File: src/rtl/boot_seq_pkg.sv
package boot_seq_pkg;
  typedef enum logic [2:0] {
    ST_WAIT      = 3'd0,
    ST_TEST_CHK  = 3'd1,
    ST_BYP_CHK   = 3'd2,
    ST_HDR_RD    = 3'd3,
    ST_LAUNCH    = 3'd4,
    ST_TEST_HOLD = 3'd5,
    ST_ERROR     = 3'd6
  } boot_state_e;

  // header field order: id, cpu select, start address, reset vector
  localparam int unsigned HDR_IDX_W = 2;
  localparam logic [HDR_IDX_W-1:0] HDR_IDX_ID    = 2'd0;
  localparam logic [HDR_IDX_W-1:0] HDR_IDX_CPU   = 2'd1;
  localparam logic [HDR_IDX_W-1:0] HDR_IDX_START = 2'd2;
endpackage

File: src/rtl/boot_seq_fsm.sv
module boot_seq_fsm
  import boot_seq_pkg::*;
(
  input  logic        clk_i,
  input  logic        rst_ni,
  input  logic        rgm_idle_i,
  input  logic        rgm_reset_req_i,
  input  logic        cfg_done_i,
  input  logic        test_req_i,
  input  logic        bypass_en_i,
  input  logic        hdr_id_bad_i,
  input  logic        hdr_last_i,
  output boot_state_e state_o,
  output logic        load_baf_o,
  output logic        load_hdr_o
);
  boot_state_e state_q, state_d;

  always_comb begin
    state_d = state_q;
    if (rgm_reset_req_i) begin
      state_d = ST_WAIT;
    end else begin
      unique case (state_q)
        ST_WAIT:     if (rgm_idle_i && cfg_done_i) state_d = ST_TEST_CHK;
        ST_TEST_CHK: state_d = test_req_i ? ST_TEST_HOLD : ST_BYP_CHK;
        ST_BYP_CHK:  state_d = bypass_en_i ? ST_HDR_RD : ST_LAUNCH;
        ST_HDR_RD: begin
          if (hdr_id_bad_i)    state_d = ST_ERROR;
          else if (hdr_last_i) state_d = ST_LAUNCH;
        end
        default: state_d = state_q;
      endcase
    end
  end

  assign load_baf_o = (state_q == ST_BYP_CHK) && !bypass_en_i && !rgm_reset_req_i;
  assign load_hdr_o = (state_q == ST_HDR_RD) && hdr_last_i && !hdr_id_bad_i && !rgm_reset_req_i;

  always_ff @(posedge clk_i or negedge rst_ni) begin
    if (!rst_ni) state_q <= ST_WAIT;
    else         state_q <= state_d;
  end

  assign state_o = state_q;

  assert_hold_sticky_R3: assert property (@(posedge clk_i) disable iff (!rst_ni)
    (state_q == ST_TEST_HOLD && !rgm_reset_req_i) |=> state_q == ST_TEST_HOLD);
  assert_err_sticky_R6: assert property (@(posedge clk_i) disable iff (!rst_ni)
    (state_q == ST_ERROR && !rgm_reset_req_i) |=> state_q == ST_ERROR);
  assert_wait_gate_R2: assert property (@(posedge clk_i) disable iff (!rst_ni)
    (state_q == ST_WAIT && !(rgm_idle_i && cfg_done_i)) |=> state_q == ST_WAIT);
endmodule

File: src/rtl/boot_hdr_reader.sv
module boot_hdr_reader
  import boot_seq_pkg::*;
#(
  parameter int unsigned        ADDR_W = 32,
  parameter int unsigned        CPU_W  = 2,
  parameter logic [ADDR_W-1:0]  HDR_ID = 32'h5AA5_0B00
) (
  input  logic                 clk_i,
  input  logic                 rst_ni,
  input  logic                 active_i,
  input  logic                 ack_i,
  input  logic [ADDR_W-1:0]    data_i,
  output logic [HDR_IDX_W-1:0] idx_o,
  output logic                 id_bad_o,
  output logic                 last_o,
  output logic [CPU_W-1:0]     sel_o
);
  logic [HDR_IDX_W-1:0] idx_q;
  logic [CPU_W-1:0]     sel_q;
  logic                 take;

  assign take     = active_i && ack_i;
  assign id_bad_o = take && (idx_q == HDR_IDX_ID) && (data_i != HDR_ID);
  assign last_o   = take && (idx_q == HDR_IDX_START);

  always_ff @(posedge clk_i or negedge rst_ni) begin
    if (!rst_ni) begin
      idx_q <= '0;
      sel_q <= '0;
    end else if (!active_i) begin
      idx_q <= '0;
    end else if (take) begin
      if (idx_q == HDR_IDX_CPU) sel_q <= data_i[CPU_W-1:0];
      idx_q <= (last_o || id_bad_o) ? '0 : idx_q + 1'b1;
    end
  end

  assign idx_o = idx_q;
  assign sel_o = sel_q;

  assert_idx_hold_R5: assert property (@(posedge clk_i) disable iff (!rst_ni)
    (active_i && !ack_i) |=> ($stable(idx_q) || !active_i));
  assert_idx_step_R5: assert property (@(posedge clk_i) disable iff (!rst_ni)
    (take && idx_q != HDR_IDX_START && !id_bad_o) |=> idx_q == $past(idx_q) + 1'b1);
endmodule

File: src/rtl/boot_core_release.sv
module boot_core_release #(
  parameter int unsigned ADDR_W    = 32,
  parameter int unsigned CPU_W     = 2,
  parameter int unsigned VEC_SETUP = 1,
  parameter int unsigned CLK_SETUP = 1
) (
  input  logic              clk_i,
  input  logic              rst_ni,
  input  logic              clr_i,
  input  logic              load_i,
  input  logic              launch_i,
  input  logic [ADDR_W-1:0] vec_d_i,
  input  logic [CPU_W-1:0]  sel_d_i,
  output logic [ADDR_W-1:0] vec_o,
  output logic [CPU_W-1:0]  sel_o,
  output logic              clk_en_o,
  output logic              rst_no,
  output logic              done_o
);
  localparam int unsigned REL_AT = VEC_SETUP + CLK_SETUP;
  localparam int unsigned CNT_W  = $clog2(REL_AT + 2);
  localparam logic [CNT_W-1:0] CLK_CNT = CNT_W'(VEC_SETUP);
  localparam logic [CNT_W-1:0] REL_CNT = CNT_W'(REL_AT);
  localparam logic [CNT_W-1:0] SAT_CNT = CNT_W'(REL_AT + 1);

  logic [ADDR_W-1:0] vec_q;
  logic [CPU_W-1:0]  sel_q;
  logic [CNT_W-1:0]  cnt_q;

  always_ff @(posedge clk_i or negedge rst_ni) begin
    if (!rst_ni) begin
      vec_q <= '0;
      sel_q <= '0;
    end else if (clr_i) begin
      vec_q <= '0;
      sel_q <= '0;
    end else if (load_i) begin
      vec_q <= vec_d_i;
      sel_q <= sel_d_i;
    end
  end

  always_ff @(posedge clk_i or negedge rst_ni) begin
    if (!rst_ni)                  cnt_q <= '0;
    else if (!launch_i || clr_i)  cnt_q <= '0;
    else if (cnt_q != SAT_CNT)    cnt_q <= cnt_q + 1'b1;
  end

  assign clk_en_o = launch_i && (cnt_q >= CLK_CNT);
  assign rst_no   = launch_i && (cnt_q >= REL_CNT);
  assign done_o   = launch_i && (cnt_q == REL_CNT);
  assign vec_o    = vec_q;
  assign sel_o    = sel_q;

  assert_vec_before_clk_R8: assert property (@(posedge clk_i) disable iff (!rst_ni)
    $rose(clk_en_o) |-> $stable(vec_o));
  assert_clk_before_rst_R9: assert property (@(posedge clk_i) disable iff (!rst_ni)
    $rose(rst_no) |-> $past(clk_en_o));
  assert_rst_needs_clk_R9: assert property (@(posedge clk_i) disable iff (!rst_ni)
    rst_no |-> clk_en_o);
  assert_done_pulse_R10: assert property (@(posedge clk_i) disable iff (!rst_ni)
    done_o |=> !done_o);
endmodule

File: src/rtl/boot_seq_ctrl.sv
module boot_seq_ctrl
  import boot_seq_pkg::*;
#(
  parameter int unsigned        ADDR_W    = 32,
  parameter int unsigned        CPU_W     = 2,
  parameter logic [ADDR_W-1:0]  HDR_ID    = 32'h5AA5_0B00,
  parameter logic [ADDR_W-1:0]  BAF_ADDR  = 32'h0040_0000,
  parameter logic [CPU_W-1:0]   BAF_CPU   = '0,
  parameter int unsigned        VEC_SETUP = 1,
  parameter int unsigned        CLK_SETUP = 1
) (
  input  logic              clk_i,
  input  logic              rst_ni,
  input  logic              rgm_idle_i,
  input  logic              rgm_reset_req_i,
  input  logic              cfg_done_i,
  input  logic              test_req_i,
  input  logic              bypass_en_i,
  output logic              hdr_req_o,
  output logic [1:0]        hdr_idx_o,
  input  logic              hdr_ack_i,
  input  logic [ADDR_W-1:0] hdr_data_i,
  output logic [CPU_W-1:0]  core_sel_o,
  output logic [ADDR_W-1:0] core_vec_o,
  output logic              core_clk_en_o,
  output logic              core_rst_no,
  output logic              boot_done_o,
  output logic [2:0]        state_o
);
  boot_state_e           state;
  logic                  load_baf, load_hdr, id_bad, hdr_last;
  logic [HDR_IDX_W-1:0]  idx;
  logic [CPU_W-1:0]      hdr_sel;

  boot_seq_fsm i_fsm (
    .clk_i, .rst_ni, .rgm_idle_i, .rgm_reset_req_i, .cfg_done_i,
    .test_req_i, .bypass_en_i,
    .hdr_id_bad_i (id_bad),
    .hdr_last_i   (hdr_last),
    .state_o      (state),
    .load_baf_o   (load_baf),
    .load_hdr_o   (load_hdr)
  );

  boot_hdr_reader #(.ADDR_W(ADDR_W), .CPU_W(CPU_W), .HDR_ID(HDR_ID)) i_hdr (
    .clk_i, .rst_ni,
    .active_i (state == ST_HDR_RD),
    .ack_i    (hdr_ack_i),
    .data_i   (hdr_data_i),
    .idx_o    (idx),
    .id_bad_o (id_bad),
    .last_o   (hdr_last),
    .sel_o    (hdr_sel)
  );

  boot_core_release #(.ADDR_W(ADDR_W), .CPU_W(CPU_W),
                      .VEC_SETUP(VEC_SETUP), .CLK_SETUP(CLK_SETUP)) i_rel (
    .clk_i, .rst_ni,
    .clr_i    (rgm_reset_req_i),
    .load_i   (load_baf || load_hdr),
    .launch_i (state == ST_LAUNCH),
    .vec_d_i  (load_baf ? BAF_ADDR : hdr_data_i),
    .sel_d_i  (load_baf ? BAF_CPU : hdr_sel),
    .vec_o    (core_vec_o),
    .sel_o    (core_sel_o),
    .clk_en_o (core_clk_en_o),
    .rst_no   (core_rst_no),
    .done_o   (boot_done_o)
  );

  assign hdr_req_o = (state == ST_HDR_RD);
  assign hdr_idx_o = idx;
  assign state_o   = state;

  assert_abort_R11: assert property (@(posedge clk_i) disable iff (!rst_ni)
    rgm_reset_req_i |=> (state_o == 3'd0 && !core_clk_en_o && !core_rst_no));
  assert_no_release_off_path_R3: assert property (@(posedge clk_i) disable iff (!rst_ni)
    (state_o != 3'd4) |-> (!core_clk_en_o && !core_rst_no));
endmodule

File: config.mk
export PLATFORM = sky130hd
export DESIGN_NAME = boot_seq_ctrl
export DESIGN_NICKNAME = d
export VERILOG_FILES = /design/src/rtl/boot_seq_pkg.sv /design/src/rtl/boot_seq_fsm.sv /design/src/rtl/boot_hdr_reader.sv /design/src/rtl/boot_core_release.sv /design/src/rtl/boot_seq_ctrl.sv
export SDC_FILE = /design/constraint.sdc
export NUM_CORES = 1
export LEC_CHECK = 0
export BUFFER_PORTS_ARGS = -buffer_cell sky130_fd_sc_hd__buf_2
export CAP_MARGIN = 25
export CORE_ASPECT_RATIO = 0.9
export CORE_UTILIZATION = 47
export CTS_BUF_LIST = sky130_fd_sc_hd__clkbuf_8
export DETAILED_ROUTE_END_ITERATION = 8
export PLACE_DENSITY = 0.79
export SYNTH_ARGS = -nofsm -noshare
export SYNTH_HDL_FRONTEND = slang
export SYNTH_HIERARCHICAL = 1
export SYNTH_SLANG_ARGS = --single-unit
export TNS_END_PERCENT = 100
File: constraint.sdc
create_clock -name clk_i -period 2.1 [get_ports clk_i]
set_input_delay 0.63 -clock clk_i [delete_from_list [all_inputs] [get_ports clk_i]]
set_output_delay 0.63 -clock clk_i [all_outputs]
set_load 0.005 [all_outputs]
After elaboration in Yosys (flattened, before gate mapping)
Cells that the tools add are included.
{"block": "op_classes", "reduce_logical": 27, "n_bitwise": 0, "div": 0, "n_mul": 0, "order_cmp": 2, "muxes": 18, "shifts": 0, "eq_ne": 12, "add_sub_neg": 2}
{"operator": "$mux 32", "count": 3}
{"operator": "$ne 32x31->1 const B", "count": 1}
{"operator": "$mux 3", "count": 6}
{"operator": "$mux 2", "count": 8}
{"operator": "$logic_and 1x1->1", "count": 13}
{"operator": "$pmux 3 s4", "count": 1}
{"operator": "$eq 3x2->1 const B", "count": 2}
{"operator": "$reduce_and 3->1", "count": 2}
{"operator": "$reduce_bool 5->1", "count": 1}
{"operator": "$add 2x1->2 const B", "count": 2}
{"operator": "$eq 2x2->1 const B", "count": 2}
{"operator": "$logic_not 1->1", "count": 4}
{"operator": "$ne 2x2->1 const B", "count": 2}
{"operator": "$ne 4x4->1 const B", "count": 1}
{"operator": "$reduce_bool 2->1", "count": 2}
{"operator": "$eq 3x1->1 const B", "count": 1}
{"operator": "$eq 3x3->1 const B", "count": 1}
{"operator": "$logic_not 3->1", "count": 1}
{"operator": "$logic_or 1x1->1", "count": 3}
{"operator": "$ne 3x2->1 const B", "count": 1}
{"operator": "$eq 2x1->1 const B", "count": 1}
{"operator": "$ge 2x1->1 const B", "count": 1}
{"operator": "$ge 2x2->1 const B", "count": 1}
{"operator": "$logic_not 2->1", "count": 1}
{"block": "totals", "mem_bits_ro": 0, "latch_bits": 0, "mem_bits_rw": 0, "wordCells": 67, "n_memories": 0, "register_bits": 43}

Longest topological paths before layout
Gate-level depths: netlist (run 1).
{"block": "logic_depth", "depth_word": 10, "ltp_mapped": 11, "ltp_nobuf": 9}

Cells and area by module
The synthesis (run 1) kept the hierarchy.
{"mod": "boot_core_release", "n_inst": 1, "area_per_inst_um2": 1554.0, "cells_each": 125}
{"mod": "boot_hdr_reader", "n_inst": 1, "area_per_inst_um2": 354.1, "cells_each": 36}
{"mod": "boot_seq_ctrl", "n_inst": 1, "area_per_inst_um2": 257.7, "cells_each": 40}
{"mod": "boot_seq_fsm", "n_inst": 1, "area_per_inst_um2": 221.5, "cells_each": 24}

Worst setup path after synthesis (run 1)
OpenSTA, ideal clock, no wires.
{"block": "synth_timing", "path_type": "input-to-reg", "start": "input port rgm_reset_req_i", "end": "register i_rel.vec_q[0], in the netlist i_rel/vec_o[0]", "required_time_ns": 1.968, "arrival_ns": 2.203, "path_slack_ns": -0.234, "cell_stages": 9, "path_cell_list": "inv_1 nand2_1 nor4_1 buf_6 or2_1 buf_6 buf_12 mux2i_1 nor2_1"}
{"block": "synth_between", "elab_chain_cells": 5, "word_cells_on_any_way": 8, "classes_between": "3 x mux; 5 x reduce/logical"}
{"element": "from (decl)", "line_no": "boot_seq_ctrl.sv:15", "rtl": "input logic rgm_reset_req_i,"}
{"element": "$logic_not 1->1 *", "line_no": "boot_seq_fsm.sv:37", "rtl": "assign load_baf_o = (state_q == ST_BYP_CHK) && !bypass_en_i && !rgm_reset_req_i;"}
{"element": "$logic_and 1x1->1 *", "line_no": "boot_seq_fsm.sv:37"}
{"element": "named net load_baf", "line_no": "boot_seq_ctrl.sv:31", "rtl": "logic load_baf, load_hdr, id_bad, hdr_last;"}
{"element": "$mux 32", "line_no": "boot_seq_ctrl.sv:62", "rtl": ".vec_d_i (load_baf ? BAF_ADDR : hdr_data_i),"}
{"element": "$mux 32", "line_no": "boot_core_release.sv:37", "rtl": "end else if (load_i) begin"}
{"element": "$mux 32", "line_no": "boot_core_release.sv:34", "rtl": "end else if (clr_i) begin"}
{"element": "to (signal assigned)", "line_no": "boot_core_release.sv:38", "rtl": "vec_q <= vec_d_i;"}
{"element": "to (decl)", "line_no": "boot_core_release.sv:26", "rtl": "logic [ADDR_W-1:0] vec_q;"}
Mark *: on every way through the listed nets, which the timed path passes. The rest lies on a longest branch. The select of a mux whose other input is x is not followed.
A chain may end at the register's enable or synchronous reset.

Worst setup path after layout (run 1)
{"block": "layout_timing", "start": "input port hdr_data_i[26]", "end": "register i_rel.vec_q[9], in the netlist i_rel/vec_o[9]"}
{"block": "layout_between", "elab_chain_cells": 7}
{"element": "from (decl)", "line_no": "boot_seq_ctrl.sv:22", "rtl": "input logic [ADDR_W-1:0] hdr_data_i,"}
{"element": "$ne 32x31->1", "line_no": "boot_hdr_reader.sv:23", "rtl": "assign id_bad_o = take && (idx_q == HDR_IDX_ID) && (data_i != HDR_ID);"}
{"element": "$logic_and 1x1->1", "line_no": "boot_hdr_reader.sv:23"}
{"element": "named net id_bad", "line_no": "boot_seq_ctrl.sv:31"}
{"element": "$logic_not 1->1", "line_no": "boot_seq_fsm.sv:38", "rtl": "assign load_hdr_o = (state_q == ST_HDR_RD) && hdr_last_i && !hdr_id_bad_i && !rgm_reset_req_i;"}
{"element": "$logic_and 1x1->1 (2 in a row)", "line_no": "boot_seq_fsm.sv:38"}
{"element": "named net load_hdr", "line_no": "boot_seq_ctrl.sv:31"}
{"element": "$logic_or 1x1->1", "line_no": "boot_seq_ctrl.sv:60", "rtl": ".load_i (load_baf || load_hdr),"}
{"element": "$reduce_bool 2->1 (no source line)"}
The timed path passes the listed nets, and every way through them passes these cells.

==> impl_metrics.env, run 1 <==
export IMPL_grt_pass1_wl_um=9160
export IMPL_avgSynthCellArea_um2=10.6
export IMPL_fin_ws_ns=-0.154
export IMPL_crit_reg2reg_launch="i_hdr/idx_o[0]"
export IMPL_num_nets_final=366
export IMPL_synth_area_leaders="dfrtp_1, mux2i_1, nor2b_1"
export IMPL_rows=24
export IMPL_ir_worst_vdd_uv=320
export IMPL_finClkSkew_ns=0.00200
export IMPL_max_slew_margin_pct=64.6
export IMPL_rrSetupSlack_ns=0.13
export IMPL_crit_fanout=13
export IMPL_rsz0062_at_grt="true"
export IMPL_clk_latency_ns=0.29
export IMPL_most_common_layout_cells="buf_2, dfrtp_1, nor2_1"
export IMPL_power_density_nw_per_um2=512
export IMPL_antenna_found_initial=0
export IMPL_worst_setup_path_end_kind="register"
export IMPL_cts_root_buffer="clkbuf_8"
export IMPL_power_leakage_uw=0.00157
export IMPL_regToRegEndpoint="i_rel/vec_o[9]"
export IMPL_synth_area_um2=2390
export IMPL_core_um2=4860
export IMPL_final_common_cell="buf_2"
export IMPL_vias=1962
export IMPL_viasPerCell=5.08
export IMPL_numCtsBuffers=5
export IMPL_track_usage_pct=22.0
export IMPL_drc=0
export IMPL_cts_buffer_depth=2
export IMPL_die_area_um2=5370
export IMPL_syn_inst=225
export IMPL_antenna_left=0
export IMPL_drive_gt1_share_pct=37.1
export IMPL_syn_num_nets=271
export IMPL_crit_type="input pin to register"
export IMPL_overflow=0
export IMPL_die_h_um=69.6
export IMPL_n_antenna_cell=0
export IMPL_cp_start_kind="input pin"
export IMPL_cp_arrival_ns=2.42
export IMPL_fin_setup_tns_ns=-4.08
export IMPL_hold_violations=0
export IMPL_wl_per_cell_um=14.2
export IMPL_die_width_um=77.1
export IMPL_violations="negative setup slack"
export IMPL_startpoint="hdr_data_i[26]"
export IMPL_ys_ff_latch=43
export IMPL_worstSetupEndpoint="i_rel/vec_o[9]"
export IMPL_yosysWarnings=6
export IMPL_setup_viol=34
export IMPL_start_util_pct=49.1
export IMPL_yosys_area_top_type="dfrtp_1"
export IMPL_routed_wl_um=5490
export IMPL_clkTransAtPathRegs_ns=0.08
export IMPL_place_ws_ns=-0.476
export IMPL_yosysSeqAreaShare_pct=45.1
export IMPL_port_buffers=82
export IMPL_maxSlewViolCount=0
export IMPL_grt_max_degree=38
export IMPL_cts_num_sinks=43
export IMPL_max_freq_mhz=444
export IMPL_cts_tree="done"
export IMPL_syn_to_final_growth_pct=28.4
export IMPL_post_route_period_util_pct=107
export IMPL_maxCapViolCount=0
export IMPL_ios=83
export IMPL_synth_top_area_share_pct=45.1
export IMPL_required_ns=2.27
export IMPL_drtPass1Iterations=4
export IMPL_grt_pass1_vias=1900
export IMPL_gp_congestion=0.842
export IMPL_min_period_ns=2.25
export IMPL_reg2reg_depth=9
export IMPL_tightestPinTransition_ns=0.532
export IMPL_initialDrtViolationCount=135
export IMPL_ys_types=41
export IMPL_hp_class="input pin to async pin"
export IMPL_status="complete, but fails checks"
export IMPL_hold_buffers=0
export IMPL_htree_levels=2
export IMPL_dp_hpwl_um=3940
through the flow:
stage                     power [uW]  std cells  hold slack (ns)  util [%]  instance area [um^2]
after floorplan                  964        225            0.334         -                  2400
after global routing            1650        386            0.336      63.0                  3070
after detailed placement        1070        377            0.499      60.0                  2920
after global placement          1060        377            0.482      60.0                  2920
after CTS                       1590        386            0.330      62.9                  3060
final                           1570        386            0.309      63.0                  3070
flip-flops by register name, summed over array words and instances (netlist names):
signal and count:
i_rel/sel_o 2, i_rel/cnt_q 2, i_hdr/sel_o 2, i_rel/vec_o 32, i_hdr/idx_o 2, i_fsm/state_o 3
routing by layer:
layer  global-route usage, %  routed length [um]  vias up
met2                    34.1                2600       54
met1                    30.4                2570      939
met5                       0                   0        -
li1                        -                   -      962
met4                    5.87                  47        0
met3                    5.66                 269        7
logic make-up after synthesis:
| logic type | count (synthesis) | share of synthesized area [%] |
|---|---|---|
| AO/OA/AOI/OAI | 13 | 3.93 |
| XOR/XNOR | 1 | 0.367 |
| adder cells (fa/ha/maj) | 6 | 3.14 |
| buffers and inverters | 18 | 5.97 |
| flip-flops | 43 | 45.1 |
| multiplexers | 37 | 15.6 |
| AND/OR/NAND/NOR | 107 | 25.9 |
power by group:
| part | internal [uW] | switching [uW] | total [uW] |
|---|---|---|---|
| registers | 839 | 8.74 | 847 |
| clock network | 228 | 285 | 513 |
| logic | 103 | 107 | 209 |
| total | 1170 | 401 | 1570 |
area by class of cell:
cell class              instances  area [um^2]
fillers                       424         1800
multi-input cells             164         1200
flip-flops and latches         43         1080
repair buffers                100          603
well taps                      65         81.3
clock buffers                   5         68.8
inverters                       6         22.5
clock inverters                 3         16.3
cells in the mapped netlist:
| cell type | number |
|---|---|
| or2_1 | 2 |
| nor2b_1 | 33 |
| nor4_1 | 3 |
| mux2i_1 | 35 |
| clkbuf_1 | 3 |
| nand2_1 | 3 |
| a22o_1 | 1 |
| ha_1 | 6 |
| o21ai_1 | 1 |
| nand2b_1 | 1 |
| a31oi_1 | 2 |
| nor3b_2 | 1 |
| buf_2 | 3 |
| nand3_1 | 2 |
| nand4bb_1 | 1 |
| o21ai_2 | 1 |
| buf_6 | 3 |
| nand4_1 | 2 |
| o21ai_0 | 2 |
| nor2_1 | 43 |
| nor3b_1 | 2 |
| nor4b_2 | 1 |
| dfrtp_1 | 43 |
| inv_1 | 6 |
| xor2_1 | 1 |
| buf_12 | 3 |
| and2b_1 | 1 |
| and4b_1 | 1 |
| nand4b_1 | 2 |
| and2_1 | 1 |
| o221a_1 | 1 |
| nor3_2 | 1 |
| mux2_2 | 2 |
| o21a_1 | 2 |
| o311a_1 | 1 |
| and3b_1 | 2 |
| a21o_1 | 1 |
| and4bb_1 | 3 |
| a21oi_1 | 1 |
| and3_1 | 1 |
| and4bb_2 | 1 |
critical path, cell delays in order:
cell	delay, ns
buf_6	0.09
and4bb_2	0.30
nand4_1	0.15
nor3_2	0.28
nor2_2	0.06
nand4bb_1	0.17
nor2_1	0.10
or2_4	0.19
buf_12	0.17
mux2i_1	0.20
nor2_1	0.06
how the worst min path moves through the flow:
| stage | from | to | slack (ns) | cells after the start |
|---|---|---|---|---|
| 6_report | rst_ni | i_rel/vec_o[0] | 0.31 | 1 |
| 5_1_grt | rst_ni | i_rel/vec_o[0] | 0.34 | 1 |
| 4_1_cts | rst_ni | i_rel/vec_o[0] | 0.33 | 1 |
| 3_5_place_dp | i_hdr/sel_o[0] | i_hdr/sel_o[0] | 0.50 | 1 |
| 3_3_place_gp | i_hdr/sel_o[0] | i_hdr/sel_o[0] | 0.48 | 1 |
| 2_1_floorplan | rst_ni | i_fsm/state_o[0] | 0.33 | 0 |
what timing repair did:
action | in CTS | in global routing
pin swaps | 2 | 3
gates cloned | 1 | 0
resized for setup | 8 | 1
setup endpoints to repair | 36 | 34
buffers inserted | 0 | 0
Power figures use the tool's default switching activity.
==> run 2, diff against run 1 <==
- CORE_UTILIZATION: 47 -> 52
- PLACE_DENSITY: 0.79 -> 0.87
- REMOVE_ABC_BUFFERS: not set -> 1
- clock period: 2.1 -> 2.5 ns (I/O delays scaled with it)
==> run 2 against run 1 <==
The run now ends clean; critical endpoint is now i_rel/vec_o[21]; total power decreased by 16%; sequential power is 16% lower; hold slack better by 0.18 ns.
==> impl_metrics.env, run 2 (synthesis results as in run 1) <==
export IMPL_grt_pass1_wl_um=8050
export IMPL_initialDrtViolationCount=109
export IMPL_rrSetupSlack_ns=0.36
export IMPL_num_nets_final=362
export IMPL_clk_latency_ns=0.30
export IMPL_worst_setup_path_end_kind="register"
export IMPL_crit_reg2reg_launch="i_fsm/state_o[1]"
export IMPL_final_area_um2=2980
export IMPL_most_common_layout_cells="buf_2, nor2_1, dfrtp_1"
export IMPL_drtPass1Iterations=6
export IMPL_place_area_um2=2890
export IMPL_cp_start_kind="input pin"
export IMPL_antenna_found_initial=0
export IMPL_clkTransAtPathRegs_ns=0.08
export IMPL_core_um2=4430
export IMPL_hold_buffers=0
export IMPL_vias=1923
export IMPL_max_slew_margin_pct=53.2
export IMPL_status="complete, no violations"
export IMPL_power_leakage_uw=0.00153
export IMPL_post_route_period_util_pct=95.0
export IMPL_track_usage_pct=22.3
export IMPL_cp_arrival_ns=2.55
export IMPL_crit_fanout=9
export IMPL_cts_buffer_depth=2
export IMPL_cts_tree="done"
export IMPL_finalPower_uw=1320
export IMPL_crit_type="input pin to register"
export IMPL_drive_gt1_share_pct=35.6
export IMPL_required_ns=2.67
export IMPL_cts_num_sinks=43
export IMPL_hold_violations=0
export IMPL_htree_levels=2
export IMPL_rows=23
export IMPL_slowest_delay_ns=0.31
export IMPL_syn_to_final_growth_pct=24.8
export IMPL_cts_setup_buffers=0
export IMPL_die_h_um=66.3
export IMPL_tightestPinTransition_ns=0.702
export IMPL_crit_top_cell="nor2_1"
export IMPL_overflow=0
export IMPL_dp_hpwl_um=3860
export IMPL_grt_pass1_vias=1725
export IMPL_viasPerCell=5.07
export IMPL_hp_class="input pin to async pin"
export IMPL_setup_viol=0
export IMPL_grt_max_degree=38
export IMPL_ir_worst_vdd_uv=284
export IMPL_max_freq_mhz=421
export IMPL_startpoint="hdr_data_i[1]"
export IMPL_numCtsBuffers=5
export IMPL_n_antenna_cell=0
export IMPL_ios=83
export IMPL_port_buffers=82
export IMPL_drc=0
export IMPL_finClkSkew_ns=0.00467
export IMPL_die_area_um2=4870
export IMPL_slowest_stage="nor4_1"
export IMPL_largest_reg_flops=32
export IMPL_min_period_ns=2.38
export IMPL_wl_per_cell_um=13.8
export IMPL_start_util_pct=53.9
export IMPL_power_density_nw_per_um2=443
export IMPL_rsz0062_at_grt="false"
export IMPL_cts_root_buffer="clkbuf_8"
export IMPL_cts_resized_gates=0
export IMPL_maxCapViolCount=0
export IMPL_gp_congestion=0.794
export IMPL_die_width_um=73.4
export IMPL_worstPathCellList="buf_2 -> nor4_1 -> buf_4 -> nand2_1 -> nor3_2 -> nor2_1 -> nand4bb_1 -> nor2_1 -> or2_2 -> buf_4 -> mux2i_1 -> nor2_1"
export IMPL_final_common_cell="buf_2"
export IMPL_maxSlewViolCount=0
export IMPL_fillers=365
export IMPL_antenna_left=0
export IMPL_routed_wl_um=5210
[run 2: cell count changes in the layout (fill, tap and decap cells not counted), sizes merged]
cell,delta
clkinvlp,+1
buf,-4
inv,-1
[run 2: final cells by class]
cell class                 instances  area (um^2)  share of cell area, %
clock inverter                     3         20.0                  0.672
inverter                           6         22.5                  0.756
multi-input combinational        164         1170                   39.4
clock buffer                       5         68.8                   2.31
sequential                        43         1080                   36.1
timing repair buffer              96          541                   18.1
tap                               62         77.6                   2.60
[run 2: critical path: cells and delay by family]
family | cells | cell delay (ns)
and+or+nand+nor | 8 | 1.10
muxes | 1 | 0.21
buffers and inverters | 3 | 0.50
[run 2: worst paths after layout]
check                                   to  depth (start not counted)
max                        i_rel/vec_o[21]                         12
min in group clk_i          i_hdr/sel_o[0]                          1
max in group asynchronous   i_hdr/idx_o[0]                          2
min reg2reg                 i_hdr/sel_o[0]                          1
max reg2reg                i_rel/vec_o[21]                          9
min                         i_rel/vec_o[6]                          1
[run 2: metrics by stage]
stage / utilization, % / std cells / setup TNS, ns / setup slack (ns) / hold slack [ns]
global placement: 65.2 / 371 / -4.06 / -0.144 / 0.482
finish: 67.3 / 379 / 0 / 0.124 / 0.491
CTS: 67.3 / 379 / 0 / 0.130 / 0.493
floorplan: - / 213 / -84.19 / -2.48 / 0.454
detailed placement: 65.2 / 371 / -4.18 / -0.170 / 0.491
global route: 67.3 / 379 / 0 / 0.000507 / 0.523
[run 2: routing by layer]
metal	global-route usage [%]	vias to the layer above	share of wire, %
li1	-	942	-
met5	0	-	0
met3	5.49	7	5.4
met2	36.7	54	49
met1	28.4	920	44
met4	7.93	0	1.2
[run 2: where the power goes]
part           total [uW]  internal [uW]  switching (uW)
Combinational         161           78.0            83.3
Clock                 446            194             252
Sequential            712            705            7.88
Total                1320            977             343
